### config.mk
export PLATFORM = sky130hd
export DESIGN_NAME = timer_unit
export DESIGN_NICKNAME = d
export VERILOG_FILES = /design/src/rtl/timer_pkg.sv /design/src/rtl/tmr_chan.sv /design/src/rtl/tmr_frc.sv /design/src/rtl/timer_unit.sv
export SDC_FILE = /design/constraint.sdc
export NUM_CORES = 1
export LEC_CHECK = 0
export ABC_CLOCK_PERIOD_IN_PS = 4019
export BUFFER_PORTS_ARGS = -buffer_cell sky130_fd_sc_hd__buf_2
export CAP_MARGIN = 10
export CORE_MARGIN = 2
export CORE_UTILIZATION = 55
export DETAILED_ROUTE_END_ITERATION = 6
export PLACE_DENSITY = 0.76
export REMOVE_ABC_BUFFERS = 1
export SLEW_MARGIN = 25
export SYNTH_ARGS = -nofsm -noshare
export SYNTH_HDL_FRONTEND = slang
export SYNTH_SLANG_ARGS = --single-unit
### constraint.sdc
create_clock -name clk -period 4.02 [get_ports clk]
set_clock_uncertainty 0.2 [all_clocks]
set_input_delay 0.201 -clock clk [delete_from_list [all_inputs] [get_ports clk]]
set_output_delay 0.201 -clock clk [all_outputs]
set_load 0.05 [all_outputs]
### src/rtl/timer_pkg.sv
package timer_pkg;

    // Byte offsets inside one channel window
    localparam int CH_SHIFT = 4;
    localparam logic [CH_SHIFT-1:0] OFS_LOAD = 4'h0;
    localparam logic [CH_SHIFT-1:0] OFS_VAL  = 4'h4;
    localparam logic [CH_SHIFT-1:0] OFS_CTRL = 4'h8;
    localparam logic [CH_SHIFT-1:0] OFS_CLR  = 4'hC;

    // Control field positions
    localparam int CB_EN  = 7;
    localparam int CB_PER = 6;
    localparam int CB_SEL = 3;

    typedef enum logic [1:0] {
        CH_OFF  = 2'd0,
        CH_LOAD = 2'd1,
        CH_RUN  = 2'd2
    } ch_state_e;

    typedef enum logic {
        FR_STOP = 1'b0,
        FR_RUN  = 1'b1
    } fr_state_e;

endpackage

### src/rtl/tmr_chan.sv
module tmr_chan
    import timer_pkg::*;
#(
    parameter int W = 16
) (
    input  logic         clk,
    input  logic         rst_n,
    input  logic         wr_load,
    input  logic         wr_ctrl,
    input  logic         wr_clr,
    input  logic [W-1:0] ld_data,
    input  logic         ctl_en,
    input  logic         ctl_per,
    input  logic         ctl_sel,
    input  logic         tick_main,
    input  logic         tick_alt,
    output logic [W-1:0] cnt,
    output logic [W-1:0] load_q,
    output logic         en,
    output logic         per,
    output logic         sel,
    output logic         irq,
    output logic         uf
);

    localparam logic [W-1:0] CNT_MAX = '1;

    ch_state_e state, nstate;
    logic      tick_sel;

    assign tick_sel = sel ? tick_main : tick_alt;
    assign en       = (state != CH_OFF);
    assign uf       = (state == CH_RUN) && tick_sel && (cnt == '0);

    // state register
    always_ff @(posedge clk) begin
        if (!rst_n) state <= CH_OFF;
        else        state <= nstate;
    end

    // next state
    always_comb begin
        nstate = state;
        unique case (state)
            CH_OFF:  if (wr_ctrl && ctl_en) nstate = CH_LOAD;
            CH_LOAD: nstate = CH_RUN;
            CH_RUN:  nstate = CH_RUN;
            default: nstate = CH_OFF;
        endcase
        if (wr_ctrl && !ctl_en)
            nstate = CH_OFF;
        else if (wr_load && state != CH_OFF)
            nstate = CH_LOAD;
    end

    // outputs and datapath
    always_ff @(posedge clk) begin
        if (!rst_n) begin
            cnt    <= '0;
            load_q <= '0;
            per    <= 1'b0;
            sel    <= 1'b0;
            irq    <= 1'b0;
        end else begin
            if (wr_load) load_q <= ld_data;
            if (wr_ctrl) begin
                per <= ctl_per;
                sel <= ctl_sel;
            end
            unique case (state)
                CH_LOAD: cnt <= load_q;
                CH_RUN: begin
                    if (tick_sel) begin
                        if (cnt == '0) cnt <= per ? load_q : CNT_MAX;
                        else           cnt <= cnt - 1'b1;
                    end
                end
                default: cnt <= cnt;
            endcase
            if (uf)          irq <= 1'b1;
            else if (wr_clr) irq <= 1'b0;
        end
    end

endmodule

### src/rtl/tmr_frc.sv
module tmr_frc
    import timer_pkg::*;
#(
    parameter int W = 40
) (
    input  logic         clk,
    input  logic         rst_n,
    input  logic         wr_hi,
    input  logic         run_bit,
    input  logic         tick,
    output logic [W-1:0] cnt,
    output logic         en
);

    fr_state_e state, nstate;

    assign en = (state == FR_RUN);

    // state register
    always_ff @(posedge clk) begin
        if (!rst_n) state <= FR_STOP;
        else        state <= nstate;
    end

    always_comb begin
        nstate = state;
        unique case (state)
            FR_STOP: if (wr_hi && run_bit)  nstate = FR_RUN;
            FR_RUN:  if (wr_hi && !run_bit) nstate = FR_STOP;
            default: nstate = FR_STOP;
        endcase
    end

    // counter
    always_ff @(posedge clk) begin
        if (!rst_n)                      cnt <= '0;
        else if (wr_hi && !run_bit)      cnt <= '0;
        else if (state == FR_RUN && tick) cnt <= cnt + 1'b1;
    end

endmodule

### src/rtl/timer_unit.sv
module timer_unit
    import timer_pkg::*;
#(
    parameter int ADDR_W   = 8,
    parameter int DATA_W   = 32,
    parameter int NARROW_W = 16,
    parameter int WIDE_W   = 32,
    parameter int FRC_W    = 40,
    parameter int NUM_CH   = 3
) (
    input  logic              clk,
    input  logic              rst_n,
    input  logic              reg_we,
    input  logic [ADDR_W-1:0] reg_addr,
    input  logic [DATA_W-1:0] reg_wdata,
    output logic [DATA_W-1:0] reg_rdata,
    input  logic              tick_main,
    input  logic              tick_alt,
    input  logic              tick_fast,
    output logic [NUM_CH-1:0] irq
);

    localparam int HI_W = FRC_W - DATA_W;
    localparam logic [ADDR_W-1:0] FRC_LO_ADDR = ADDR_W'(NUM_CH << CH_SHIFT);
    localparam logic [ADDR_W-1:0] FRC_HI_ADDR = ADDR_W'((NUM_CH << CH_SHIFT) + 4);

    logic [NUM_CH-1:0]             ch_hit, wr_load_v, wr_ctrl_v, wr_clr_v;
    logic [NUM_CH-1:0]             en_v, per_v, sel_v, uf_v;
    logic [NUM_CH-1:0][DATA_W-1:0] cnt_x, load_x;
    logic [CH_SHIFT-1:0]           ofs;
    logic [FRC_W-1:0]              frc_cnt;
    logic                          frc_en, frc_wr;

    assign ofs    = reg_addr[CH_SHIFT-1:0];
    assign frc_wr = reg_we && (reg_addr == FRC_HI_ADDR);

    for (genvar gi = 0; gi < NUM_CH; gi++) begin : g_ch
        localparam int CW = (gi == NUM_CH - 1) ? WIDE_W : NARROW_W;
        logic [CW-1:0] cnt_w, load_w;

        assign ch_hit[gi]    = (reg_addr[ADDR_W-1:CH_SHIFT] == (ADDR_W-CH_SHIFT)'(gi));
        assign wr_load_v[gi] = reg_we && ch_hit[gi] && (ofs == OFS_LOAD);
        assign wr_ctrl_v[gi] = reg_we && ch_hit[gi] && (ofs == OFS_CTRL);
        assign wr_clr_v[gi]  = reg_we && ch_hit[gi] && (ofs == OFS_CLR);

        tmr_chan #(.W(CW)) u_ch (
            .clk       (clk),
            .rst_n     (rst_n),
            .wr_load   (wr_load_v[gi]),
            .wr_ctrl   (wr_ctrl_v[gi]),
            .wr_clr    (wr_clr_v[gi]),
            .ld_data   (reg_wdata[CW-1:0]),
            .ctl_en    (reg_wdata[CB_EN]),
            .ctl_per   (reg_wdata[CB_PER]),
            .ctl_sel   (reg_wdata[CB_SEL]),
            .tick_main (tick_main),
            .tick_alt  (tick_alt),
            .cnt       (cnt_w),
            .load_q    (load_w),
            .en        (en_v[gi]),
            .per       (per_v[gi]),
            .sel       (sel_v[gi]),
            .irq       (irq[gi]),
            .uf        (uf_v[gi])
        );

        assign cnt_x[gi]  = DATA_W'(cnt_w);
        assign load_x[gi] = DATA_W'(load_w);
    end

    tmr_frc #(.W(FRC_W)) u_frc (
        .clk     (clk),
        .rst_n   (rst_n),
        .wr_hi   (frc_wr),
        .run_bit (reg_wdata[HI_W]),
        .tick    (tick_fast),
        .cnt     (frc_cnt),
        .en      (frc_en)
    );

    // read mux
    always_comb begin
        reg_rdata = '0;
        for (int i = 0; i < NUM_CH; i++) begin
            if (ch_hit[i]) begin
                unique case (ofs)
                    OFS_LOAD: reg_rdata = load_x[i];
                    OFS_VAL:  reg_rdata = cnt_x[i];
                    OFS_CTRL: begin
                        reg_rdata[CB_EN]  = en_v[i];
                        reg_rdata[CB_PER] = per_v[i];
                        reg_rdata[CB_SEL] = sel_v[i];
                    end
                    default:  reg_rdata = '0;
                endcase
            end
        end
        if (reg_addr == FRC_LO_ADDR) reg_rdata = frc_cnt[DATA_W-1:0];
        if (reg_addr == FRC_HI_ADDR) reg_rdata = DATA_W'({frc_en, frc_cnt[FRC_W-1:DATA_W]});
    end

endmodule

==> results of run 1 <==
final timing paths:
kind,start,endpoint
max,g_ch[2].u_ch.cnt[18],g_ch[2].u_ch.cnt[15]
min reg2reg,g_ch[1].u_ch.load_q[1],g_ch[1].u_ch.load_q[1]
max reg2reg,g_ch[2].u_ch.cnt[18],g_ch[2].u_ch.cnt[15]
min,reg_we,flop
cells by family after synthesis:
group	after synthesis	share of synthesized area, %
simple gates	555	25.2
compound gates	408	25.6
flops	184	36.6
buf+inv	131	5.31
xor+xnor	45	3.92
fa+ha+maj	22	2.74
mux	7	0.721
registers in the layout, indices dropped and copies added, names as in the netlist, named ones only:
signal and count:
g_ch.u_ch.state 6, g_ch.u_ch.per 3, g_ch.u_ch.load_q 64, u_frc.cnt 40
g_ch.u_ch.sel 3, g_ch.u_ch.cnt 64, g_ch.u_ch.irq 3
layer usage:
layer  wire [µm]  share of wire, %
met5           0                 0
met4        1680               5.0
met3        3070               9.1
met1       13500                40
met2       15500                46
cells in the mapped netlist, types with 3 or more instances:
cell type  instances
a22o_1             4
nand3_1           41
xnor2_1           23
or4_1              9
and4_1             4
buf_4              4
a22oi_1           43
nand2_1          237
and3_1            13
o221ai_1          18
ha_1              22
o22ai_1           18
nor2_1           121
xor2_1            22
and2_0             3
o21ai_0           91
nor3_1            46
nand4_1           20
nand3b_1           4
inv_1             40
o31a_1             4
mux2i_1            5
a222oi_1          12
or2_2              4
nor3b_1            3
a32oi_1            4
dfxtp_1          184
a211oi_1          15
clkbuf_1          82
o211ai_1           5
nor4b_1            4
o31ai_1            8
nor4_1            21
a31oi_1            4
nand2b_1           5
and2_1             3
a21oi_1          145
or3_1              8
a221oi_1          15
where the power goes:
part	internal, mW	leakage, nW	switching (mW)	total, mW
Sequential	1.87	1.48	0.0709	1.94
Combinational	0.343	2.37	0.602	0.944
Clock	1.01	0.289	0.772	1.78
Total	3.22	4.15	1.44	4.66
worst max-delay path, stage by stage, from the launching register on:
cell	delay (ns)
dfxtp_1	0.36
or4_4	0.56
or4_4	0.57
o41a_4	0.54
or2_1	0.59
o221a_2	0.45
layout make-up:
cell class,instances,share of cell area (%)
sequential,184,31.7
tap,229,2.47
clock buffer,20,3.85
multi-input combinational,1037,50.6
inverter,40,1.29
timing repair buffer,147,8.60
clock inverter,12,1.44
timing repair:
action	CTS	global route
hold buffers	33	0
hold endpoints to repair	73	0
endpoints found under the setup margin	0	0
==> summary.md, run 1 <==
| Metric | Value |
|---|---|
| Status | `finished, final reports clean` |
| Core area | `~0.018 mm²` |
| Vias in the first global route | `10100` |
| Area share of the largest cell type after synthesis | `between 30% and 40%` |
| Largest net degree at the start of global routing | `66` |
| Routability congestion estimate from global placement | `0.954` |
| Flop2flop setup slack | `approximately 0.64 ns` |
| Routed WL per cell | `20.2 µm` |
| Dpl ws | `between 0.6 and 0.7 ns` |
| TritonRoute pass-1 iters | `7` |
| Layout cells sized above 1 | `between 10% and 20%` |
| Die Area | `~0.019 mm²` |
| FP Rows | `49` |
| ANT nets after route | `0` |
| Max-slew headroom | `31.3%` |
| Post-synth top area cell | `dfxtp_1` |
| CTS tree | `yes` |
| Critical path endpoint category | `flop` |
| Slew @ Worst Pin | `about 1.0 ns` |
| # Post-CTS Setup Buffers | `0` |
| Setup TNS | `0 ns` |
| Sequential area share after synthesis | `a little over a third` |
| DPL Wire Length | `around 23 mm` |
| CP max FO | `25` |
| Synth unique cells | `67` |
| Cells after Synth | `between 1000 and 1500` |
| Peak Freq | `a little under 300 MHz` |
| Fin. Hold Viols | `0` |
| Final Non-Filler Cells | `1669` |
| Overall Power | `~4.7 mW` |
| Reg clk slew, reported paths | `0.07 ns` |
| Placed cells | `between 1500 and 2000` |
| Port bufs | `80` |
| Area Overhead vs Synth | `15.4%` |
| Final Cycle Share | `84.2%` |
| 1st-iter DRT viols | `about 1400` |
| Via/cell ratio | `6.46` |
| Avg Cell Area, Syn | `7.44 µm²` |
| Wire length of the first global-routing pass | `about 54 mm` |
| DRC viols | `0` |
| Worst hold-check path type | `in2reg` |
| Die height | `~140 µm` |
| Die outline width | `between 100 and 150 µm` |
| Synth top area cells | `dfxtp_1 (37%), nand2_1 (8.8%), a21oi_1 (7.2%), o21ai_0 (4.5%), nor2_1 (4.5%)` |
| Met2 Usage GRT | `a little over half` |
| Antenna Cells | `0` |
| Fin crit period | `3.38 ns` |
| Critical Path RT | `approximately 4.2 ns` |
| Initial Utilization | `56.0%` |
| CTS H-Tree Depth | `4` |
| CTS sink cnt | `184` |
| Post-CTS sizing | `0` |
| Synthesized area | `0.0101 mm²` |
| #FFs+latches synth | `approximately 180` |
| Total gr overflow | `0` |
| Layer with the highest usage | `met2` |
| Predominant post-synthesis flop cell | `dfxtp_1` |
| Setup-failing EPs final | `0` |
| Worst VDD drop | `between 0.0003 and 0.0004 V` |
| Post-layout util | `64.6%` |
| Leakage | `4.15 nW` |
| Commonest non-fill, non-tap cell in the layout | `nand2_1` |
| R2R cell count | `5` |
| Power density over the cells | `roughly 400 mW/mm²` |
| Leading cell types in the layout, fill and taps excluded | `nand2_1 (237), dfxtp_1 (184), a21oi_1 (144)` |
| Fin area | `0.0116 mm²` |
| Fill cells | `approximately 1600` |
| Clk buf depth | `2` |
| Worst Setup Start Kind | `flop` |
| RSZ-0062 raised after global routing | `no` |
| Kind of critical path | `reg2reg` |
| Async set or reset register ratio after synthesis | `0%` |
| Area post-placement | `between 0.01 and 0.015 mm²` |
| Tot GR Track Use | `34.4%` |
| Initial antenna violation count | `0` |
| Met3 Use GR | `5.99%` |
| FF+latch area | `around 0.0037 mm²` |
| Multi-input logic area | `~0.0059 mm²` |
| EDFF count, synth | `0` |
| WL final | `approximately 34 mm` |
| Syn. warnings | `0` |
| # nets final | `1495` |
| Clk_lat worst skew | `approximately 0.45 ns` |
| Via count | `between 10000 and 15000` |
| CTS buffer count | `17` |
| Met1 usage | `a little under half` |
| Root buffer cell | `clkbuf_16` |
| Max capacitance violation total | `0` |
| # IOs | `81` |
| Final hold slack | `~0.06 ns` |
| Final Max Tran Viols | `0` |
| Final worst setup slack | `approximately 0.64 ns` |
| Hold Path Cell Cnt | `3` |
| WP data arrival | `3.52 ns` |
No activity file was read; power rests on OpenSTA's default activity.
==> inputs of run 2 (changes only) <==
--- a/config.mk
+++ b/config.mk
@@ -5,13 +5,13 @@
 export SDC_FILE = /design/constraint.sdc
 export NUM_CORES = 1
 export LEC_CHECK = 0
-export ABC_CLOCK_PERIOD_IN_PS = 4019
+export ABC_CLOCK_PERIOD_IN_PS = 2800
 export BUFFER_PORTS_ARGS = -buffer_cell sky130_fd_sc_hd__buf_2
 export CAP_MARGIN = 10
 export CORE_MARGIN = 2
 export CORE_UTILIZATION = 55
 export DETAILED_ROUTE_END_ITERATION = 6
-export PLACE_DENSITY = 0.76
+export PLACE_DENSITY = 0.79
 export REMOVE_ABC_BUFFERS = 1
 export SLEW_MARGIN = 25
 export SYNTH_ARGS = -nofsm -noshare
==> constraint.sdc (replaced) <==
create_clock -name clk -period 2.8 [get_ports clk]
set_clock_uncertainty 0.2 [all_clocks]
set_input_delay 0.14 -clock clk [delete_from_list [all_inputs] [get_ports clk]]
set_output_delay 0.14 -clock clk [all_outputs]
set_load 0.05 [all_outputs]
==> summary.md, run 2 (synthesis gave the netlist of run 1 again) <==
| Metric | Value |
|---|---|
| Largest net degree at the start of global routing | `56 (was 66)` |
| TritonRoute pass-1 iters | `7 (unchanged)` |
| Initial antenna violation count | `0 (unchanged)` |
| Met1 usage | `46.5% (was 45.5%)` |
| Setup-failing EPs final | `0 (unchanged)` |
| Routability congestion estimate from global placement | `0.960 (was 0.954)` |
| Tot GR Track Use | `35.2% (was 34.4%)` |
| Switching fraction of total power | `30.2% (was 31.0%)` |
| Die outline width | `139 µm (unchanged)` |
| Max capacitance violation total | `0 (unchanged)` |
| Clk_lat worst skew | `0.44 ns (was 0.45 ns)` |
| CTS sink cnt | `184 (unchanged)` |
| Slew @ Worst Pin | `0.775 ns (was 1.03 ns)` |
| Layer with the highest usage | `met2 (unchanged)` |
| Status | `finished with violations (was finished, final reports clean)` |
| # IOs | `81 (unchanged)` |
| P_sw | `2.10 mW (was 1.44 mW)` |
| Fin. Hold Viols | `0 (unchanged)` |
| Total gr overflow | `0 (unchanged)` |
| Worst Setup Start Kind | `flop (unchanged)` |
| CTS H-Tree Depth | `4 (unchanged)` |
| Root buffer cell | `clkbuf_16 (unchanged)` |
| # nets final | `1561 (was 1495)` |
| Area Overhead vs Synth | `22.1% (was 15.4%)` |
| Via/cell ratio | `6.46 (about the same)` |
| Worst hold-check path type | `in2reg (unchanged)` |
| WL final | `34.8 mm (was 33.8 mm)` |
| Met2 Usage GRT | `55.1% (was 54.7%)` |
| Fin area | `0.0123 mm² (was 0.0116 mm²)` |
| CTS buffer count | `17 (unchanged)` |
| CP max FO | `11 (was 25)` |
| Final Max Tran Viols | `0 (unchanged)` |
| Leading cell types in the layout, fill and taps excluded | `nand2_1 (237), dfxtp_1 (183), a21oi_1 (145) (was nand2_1 (237), dfxtp_1 (184), a21oi_1 (144))` |
| Final Cycle Share | `99.5% (was 84.2%)` |
| Leakage | `4.55 nW (was 4.15 nW)` |
| Fin crit period | `2.79 ns (was 3.38 ns)` |
| Vias in the first global route | `10200 (was 10100)` |
| Layout cells sized above 1 | `14.9% (was 11.5%)` |
| Max-slew headroom | `48.3% (was 31.3%)` |
| FP Rows | `49 (unchanged)` |
| Area post-placement | `0.0111 mm² (was 0.0107 mm²)` |
| ANT nets after route | `0 (unchanged)` |
| Final worst setup slack | `0.0137 ns (was 0.637 ns)` |
| Kind of critical path | `reg2reg (unchanged)` |
| Dpl ws | `-0.0716 ns (was 0.671 ns)` |
| RSZ-0062 raised after global routing | `yes (was no)` |
| WP data arrival | `2.92 ns (was 3.52 ns)` |
| DRC viols | `1 (was 0)` |
| Port bufs | `80 (unchanged)` |
| Commonest non-fill, non-tap cell in the layout | `nand2_1 (unchanged)` |
| Peak Freq | `359 MHz (was 296 MHz)` |
| Die height | `139 µm (unchanged)` |
| Sequential Power Share | `39.8% (was 41.6%)` |
| Wire length of the first global-routing pass | `54.6 mm (was 53.5 mm)` |
| Critical Path RT | `2.93 ns (was 4.16 ns)` |
| Post-layout util | `68.4% (was 64.6%)` |
| Worst VDD drop | `0.000621 V (was 0.000318 V)` |
| CTS tree | `yes (unchanged)` |
| Routed WL per cell | `20.0 µm (was 20.2 µm)` |
| Core area | `0.0180 mm² (unchanged)` |
| Clock network power share | `37.7% (was 38.1%)` |
| Violated checks | `design-rule violations` |
| Clk buf depth | `2 (unchanged)` |
| Critical path endpoint category | `flop (unchanged)` |
| 1st-iter DRT viols | `1461 (was 1405)` |
| Initial Utilization | `56.0% (unchanged)` |
| DPL Wire Length | `23.9 mm (was 23.3 mm)` |
| Via count | `11200 (was 10800)` |
| Largest regs | `g_ch.u_ch.cnt (64), g_ch.u_ch.load_q (64), u_frc.cnt (40) (unchanged)` |
| Reg clk slew, reported paths | `0.07 ns (about the same)` |
| Met3 Use GR | `7.85% (was 5.99%)` |
| Antenna Cells | `0 (unchanged)` |
| Internal power | `4.86 mW (was 3.22 mW)` |
| Comb pwr share | `22.5% (was 20.3%)` |
| Setup TNS | `0 ns (unchanged)` |
| Die Area | `0.0194 mm² (unchanged)` |
| Power density over the cells | `566 mW/mm² (was 402 mW/mm²)` |
==> run 2: cell count changes in the layout (fill, tap and decap cells not counted), sizes merged <==
cell,change
bufinv,+1
dlygate4sd3,+16
buf,+49
clkinvlp,-2
clkbuf,+2
inv,-1
clkinv,+1
==> run 2: critical path, cell delays in order (launching register included) <==
cell     delay [ns]
dfxtp_2        0.33
or4_4          0.54
or4_4          0.45
o41a_4         0.48
or2_4          0.27
buf_8          0.15
o221a_4        0.25
==> run 2: stage by stage <==
stage	cells	hold slack (ns)	power (mW)
detailed placement	1650	0.188	4.26
global route	1735	0.0809	7.21
global placement	1650	0.179	4.25
CTS	1732	0.0123	6.87
finish	1735	0.0374	6.96
floorplan	1261	0.0581	3.72
==> run 2: path summary, 6_finish.rpt <==
path / from / to / slack (ns) / depth (start not counted)
hold / removal: tick_main / g_ch[0].u_ch.irq / 0.04 / 4
hold reg to reg: g_ch[1].u_ch.load_q[0] / g_ch[1].u_ch.load_q[0] / 0.27 / 2
setup / recovery: g_ch[2].u_ch.cnt[18] / g_ch[2].u_ch.cnt[4] / 0.01 / 6
setup reg to reg: g_ch[2].u_ch.cnt[18] / g_ch[2].u_ch.cnt[4] / 0.01 / 6
==> run 2: repair_timing <==
action	in CTS	in global routing
endpoints found under the setup margin	9	20
pin swaps	1	5
cloned	1	0
hold buffers	49	0
resized for setup	3	19
hold endpoints to repair	76	0
buffers inserted	0	3
==> run 2: final cells by class <==
cell class	count	area, µm²
repair buffers	213	1610
well taps	229	287
flip-flops and latches	184	3680
clock inverters	11	169
inverters	40	150
multi-input cells	1037	5930
clock buffers	21	460
fillers	1512	5670
==> run 2: power by group through the flow <==
stage,clock network (mW),registers [mW],logic [mW]
3_3_place_gp,0,2.82,1.42
4_1_cts,2.62,2.77,1.49
3_5_place_dp,0,2.83,1.44
6_report,2.62,2.77,1.56
5_1_grt,2.74,2.78,1.69
2_1_floorplan,0,2.81,0.905
==> run 2: routing by layer <==
| metal | part of all wire [%] | wire length, µm | up-vias |
|---|---|---|---|
| met2 | 45 | 15500 | 706 |
| met4 | 5.0 | 1730 | 0 |
| met3 | 11 | 3650 | 127 |
| met1 | 40 | 13800 | 5206 |
| met5 | 0 | 0 | - |
| li1 | - | - | 5165 |
==> inputs of run 3 (changes only) <==
--- a/config.mk
+++ b/config.mk
@@ -8,10 +8,12 @@
 export ABC_CLOCK_PERIOD_IN_PS = 2800
 export BUFFER_PORTS_ARGS = -buffer_cell sky130_fd_sc_hd__buf_2
 export CAP_MARGIN = 10
+export CELL_PAD_IN_SITES_DETAIL_PLACEMENT = 0
+export CELL_PAD_IN_SITES_GLOBAL_PLACEMENT = 1
 export CORE_MARGIN = 2
-export CORE_UTILIZATION = 55
+export CORE_UTILIZATION = 40
 export DETAILED_ROUTE_END_ITERATION = 6
-export PLACE_DENSITY = 0.79
+export PLACE_DENSITY = 0.78
 export REMOVE_ABC_BUFFERS = 1
 export SLEW_MARGIN = 25
 export SYNTH_ARGS = -nofsm -noshare
==> summary.md, run 3 (synthesis gave the netlist of run 1 again) <==
| Metric | Value |
|---|---|
| Status | `finished with violations (unchanged)` |
| Violated checks | `negative setup slack (was design-rule violations)` |
| Max-slew headroom | `52.7% (was 48.3%)` |
| WL final | `36.3 mm (was 34.8 mm)` |
| Max capacitance violation total | `0 (unchanged)` |
| Final worst setup slack | `-0.00597 ns (was 0.0137 ns)` |
| Total gr overflow | `0 (unchanged)` |
| Via/cell ratio | `5.94 (was 6.46)` |
| Setup-failing EPs final | `2 (was 0)` |
| Die height | `163 µm (was 139 µm)` |
| Peak Freq | `356 MHz (was 359 MHz)` |
| # IOs | `81 (unchanged)` |
| Tot GR Track Use | `27.3% (was 35.2%)` |
| Clock network power share | `36.3% (was 37.7%)` |
| Fin area | `0.0122 mm² (was 0.0123 mm²)` |
| FP Rows | `58 (was 49)` |
| Internal power | `4.66 mW (was 4.86 mW)` |
| # nets final | `1549 (was 1561)` |
| Switching fraction of total power | `31.9% (was 30.2%)` |
| Initial Utilization | `40.3% (was 56.0%)` |
| Layout cells sized above 1 | `15.2% (was 14.9%)` |
| Vias in the first global route | `9937 (was 10200)` |
| CP max stage delay | `0.55 ns (was 0.54 ns)` |
| Area Overhead vs Synth | `21.5% (was 22.1%)` |
| Routability congestion estimate from global placement | `0.936 (was 0.960)` |
| Critical Path RT | `2.92 ns (was 2.93 ns)` |
| Comb pwr share | `23.2% (was 22.5%)` |
| Largest net degree at the start of global routing | `73 (was 56)` |
| CTS tree | `yes (unchanged)` |
| Overall Power | `6.84 mW (was 6.96 mW)` |
| Sequential Power Share | `40.5% (was 39.8%)` |
| Setup TNS | `-0.00989 ns (was 0 ns)` |
| Leading cell types in the layout, fill and taps excluded | `nand2_1 (237), dfxtp_1 (183), a21oi_1 (145) (unchanged)` |
| Fin crit period | `2.81 ns (was 2.79 ns)` |
| Wire length of the first global-routing pass | `56.0 mm (was 54.6 mm)` |
| CTS buffer count | `17 (unchanged)` |
| Routed WL per cell | `19.9 µm (was 20.0 µm)` |
| Largest regs | `g_ch.u_ch.cnt (64), g_ch.u_ch.load_q (64), u_frc.cnt (40) (unchanged)` |
| Via count | `10800 (was 11200)` |
| DRC viols | `0 (was 1)` |
| Fin. Hold Viols | `0 (unchanged)` |
| Antenna Cells | `0 (unchanged)` |
| Clk_lat worst skew | `0.44 ns (about the same)` |
| Clk buf depth | `2 (unchanged)` |
| Worst VDD drop | `0.000378 V (was 0.000621 V)` |
| Crit-path cells | `or4_4, or4_4, o41a_4, or2_4, buf_6, o221a_2 (was or4_4, or4_4, o41a_4, or2_4, buf_8, o221a_4)` |
| CTS H-Tree Depth | `4 (unchanged)` |
| ANT nets after route | `0 (unchanged)` |
| Worst hold-check path type | `in2reg (unchanged)` |
| Kind of critical path | `reg2reg (unchanged)` |
| Final Cycle Share | `100% (was 99.5%)` |
| Initial antenna violation count | `0 (unchanged)` |
| WP data arrival | `2.93 ns (was 2.92 ns)` |
| Buf+Inv Stages, Crit Path | `1 (unchanged)` |
| Slew @ Worst Pin | `0.701 ns (was 0.775 ns)` |
| CTS sink cnt | `184 (unchanged)` |
| Final Max Tran Viols | `0 (unchanged)` |
| Leakage | `4.43 nW (was 4.55 nW)` |
| DPL Wire Length | `26.3 mm (was 23.9 mm)` |
| Commonest non-fill, non-tap cell in the layout | `nand2_1 (unchanged)` |
| TritonRoute pass-1 iters | `7 (unchanged)` |
| 1st-iter DRT viols | `1314 (was 1461)` |
| Slowest cell on crit path | `or4_4 (unchanged)` |
| Core area | `0.0250 mm² (was 0.0180 mm²)` |
| Reg clk slew, reported paths | `0.07 ns (about the same)` |
| CP max FO | `5 (was 11)` |
| Final hold slack | `0.0349 ns (was 0.0374 ns)` |
| Power density over the cells | `560 mW/mm² (was 566 mW/mm²)` |
| Crit-path most repeated cell | `or4_4 (unchanged)` |
| Die Area | `0.0264 mm² (was 0.0194 mm²)` |
| P_sw | `2.19 mW (was 2.10 mW)` |
| Die outline width | `163 µm (was 139 µm)` |
| Root buffer cell | `clkbuf_16 (unchanged)` |
| Worst Setup Start Kind | `flop (unchanged)` |
| RSZ-0062 raised after global routing | `yes (unchanged)` |
| Delay-heaviest family, CP | `simple AND/OR/NAND/NOR gates (unchanged)` |
| Port bufs | `80 (unchanged)` |
| Area post-placement | `0.0112 mm² (was 0.0111 mm²)` |
| Critical path endpoint category | `flop (unchanged)` |
## run 3: changes by cell type in the layout (fill, tap and decap cells not counted), moves of 2 or more
cell,change
dlygate4sd3_1,-13
buf_4,+4
inv_6,+4
clkinvlp_4,+3
buf_12,-2
bufinv_16,-2
clkbuf_8,-2
o221ai_1,+2
o221ai_2,-2
## run 3: final timing paths
kind	cells past startpoint	to	start	slack, ns
max	6	g_ch[2].u_ch.cnt[4]	g_ch[2].u_ch.cnt[18]	-0.006
min	4	g_ch[1].u_ch.irq	reg_addr[2]	0.03
max reg2reg	6	g_ch[2].u_ch.cnt[4]	g_ch[2].u_ch.cnt[18]	-0.006
min reg2reg	2	g_ch[2].u_ch.load_q[17]	g_ch[2].u_ch.load_q[17]	0.27
## run 3: metal layers
layer  share of wire [%]  track usage, %
met2                  45            42.9
met5                   0               0
met4                 4.6            12.6
met3                 7.3            4.89
met1                  44            36.5
## run 3: power groups by stage
stage               Combinational (mW)  Clock, mW  Sequential, mW
floorplan                        0.905          0            2.81
global placement                  1.46          0            2.83
detailed placement                1.46          0            2.83
CTS                               1.53       2.53            2.77
global route                      1.74       2.63            2.78
finish                            1.59       2.48            2.77
## run 3: layout make-up
type | instances | area (µm²)
repair buffers | 201 | 1450
multi-input cells | 1037 | 5930
flip-flops and latches | 184 | 3680
inverters | 40 | 151
clock buffers | 18 | 429
well taps | 330 | 413
fillers | 2504 | 12700
clock inverters | 14 | 164
## run 3: worst register-to-register path: cells and delay by family, from the launching register on
family	cells	cell delay (ns)
flip-flops	1	0.33
buffers and inverters	1	0.14
AO/OA/AOI/OAI	2	0.74
AND/OR/NAND/NOR	3	1.29
## run 3: per-stage QoR
step	util [%]	setup WS, ns	cells
floorplan	-	-4.66	1261
global route	49.0	-0.0565	1824
finish	49.0	-0.00597	1824
global placement	44.8	-0.0567	1755
CTS	48.7	0.00296	1824
detailed placement	44.8	-0.0734	1755
## run 3: repair_timing
| action | CTS | global route |
|---|---|---|
| gates cloned | 0 | 0 |
| buffers inserted | 1 | 0 |
| endpoints found under the hold margin | 87 | 0 |
| gates resized for setup | 4 | 15 |
| hold buffers | 36 | 0 |
| setup endpoints to repair | 15 | 18 |
| pin swaps | 1 | 1 |
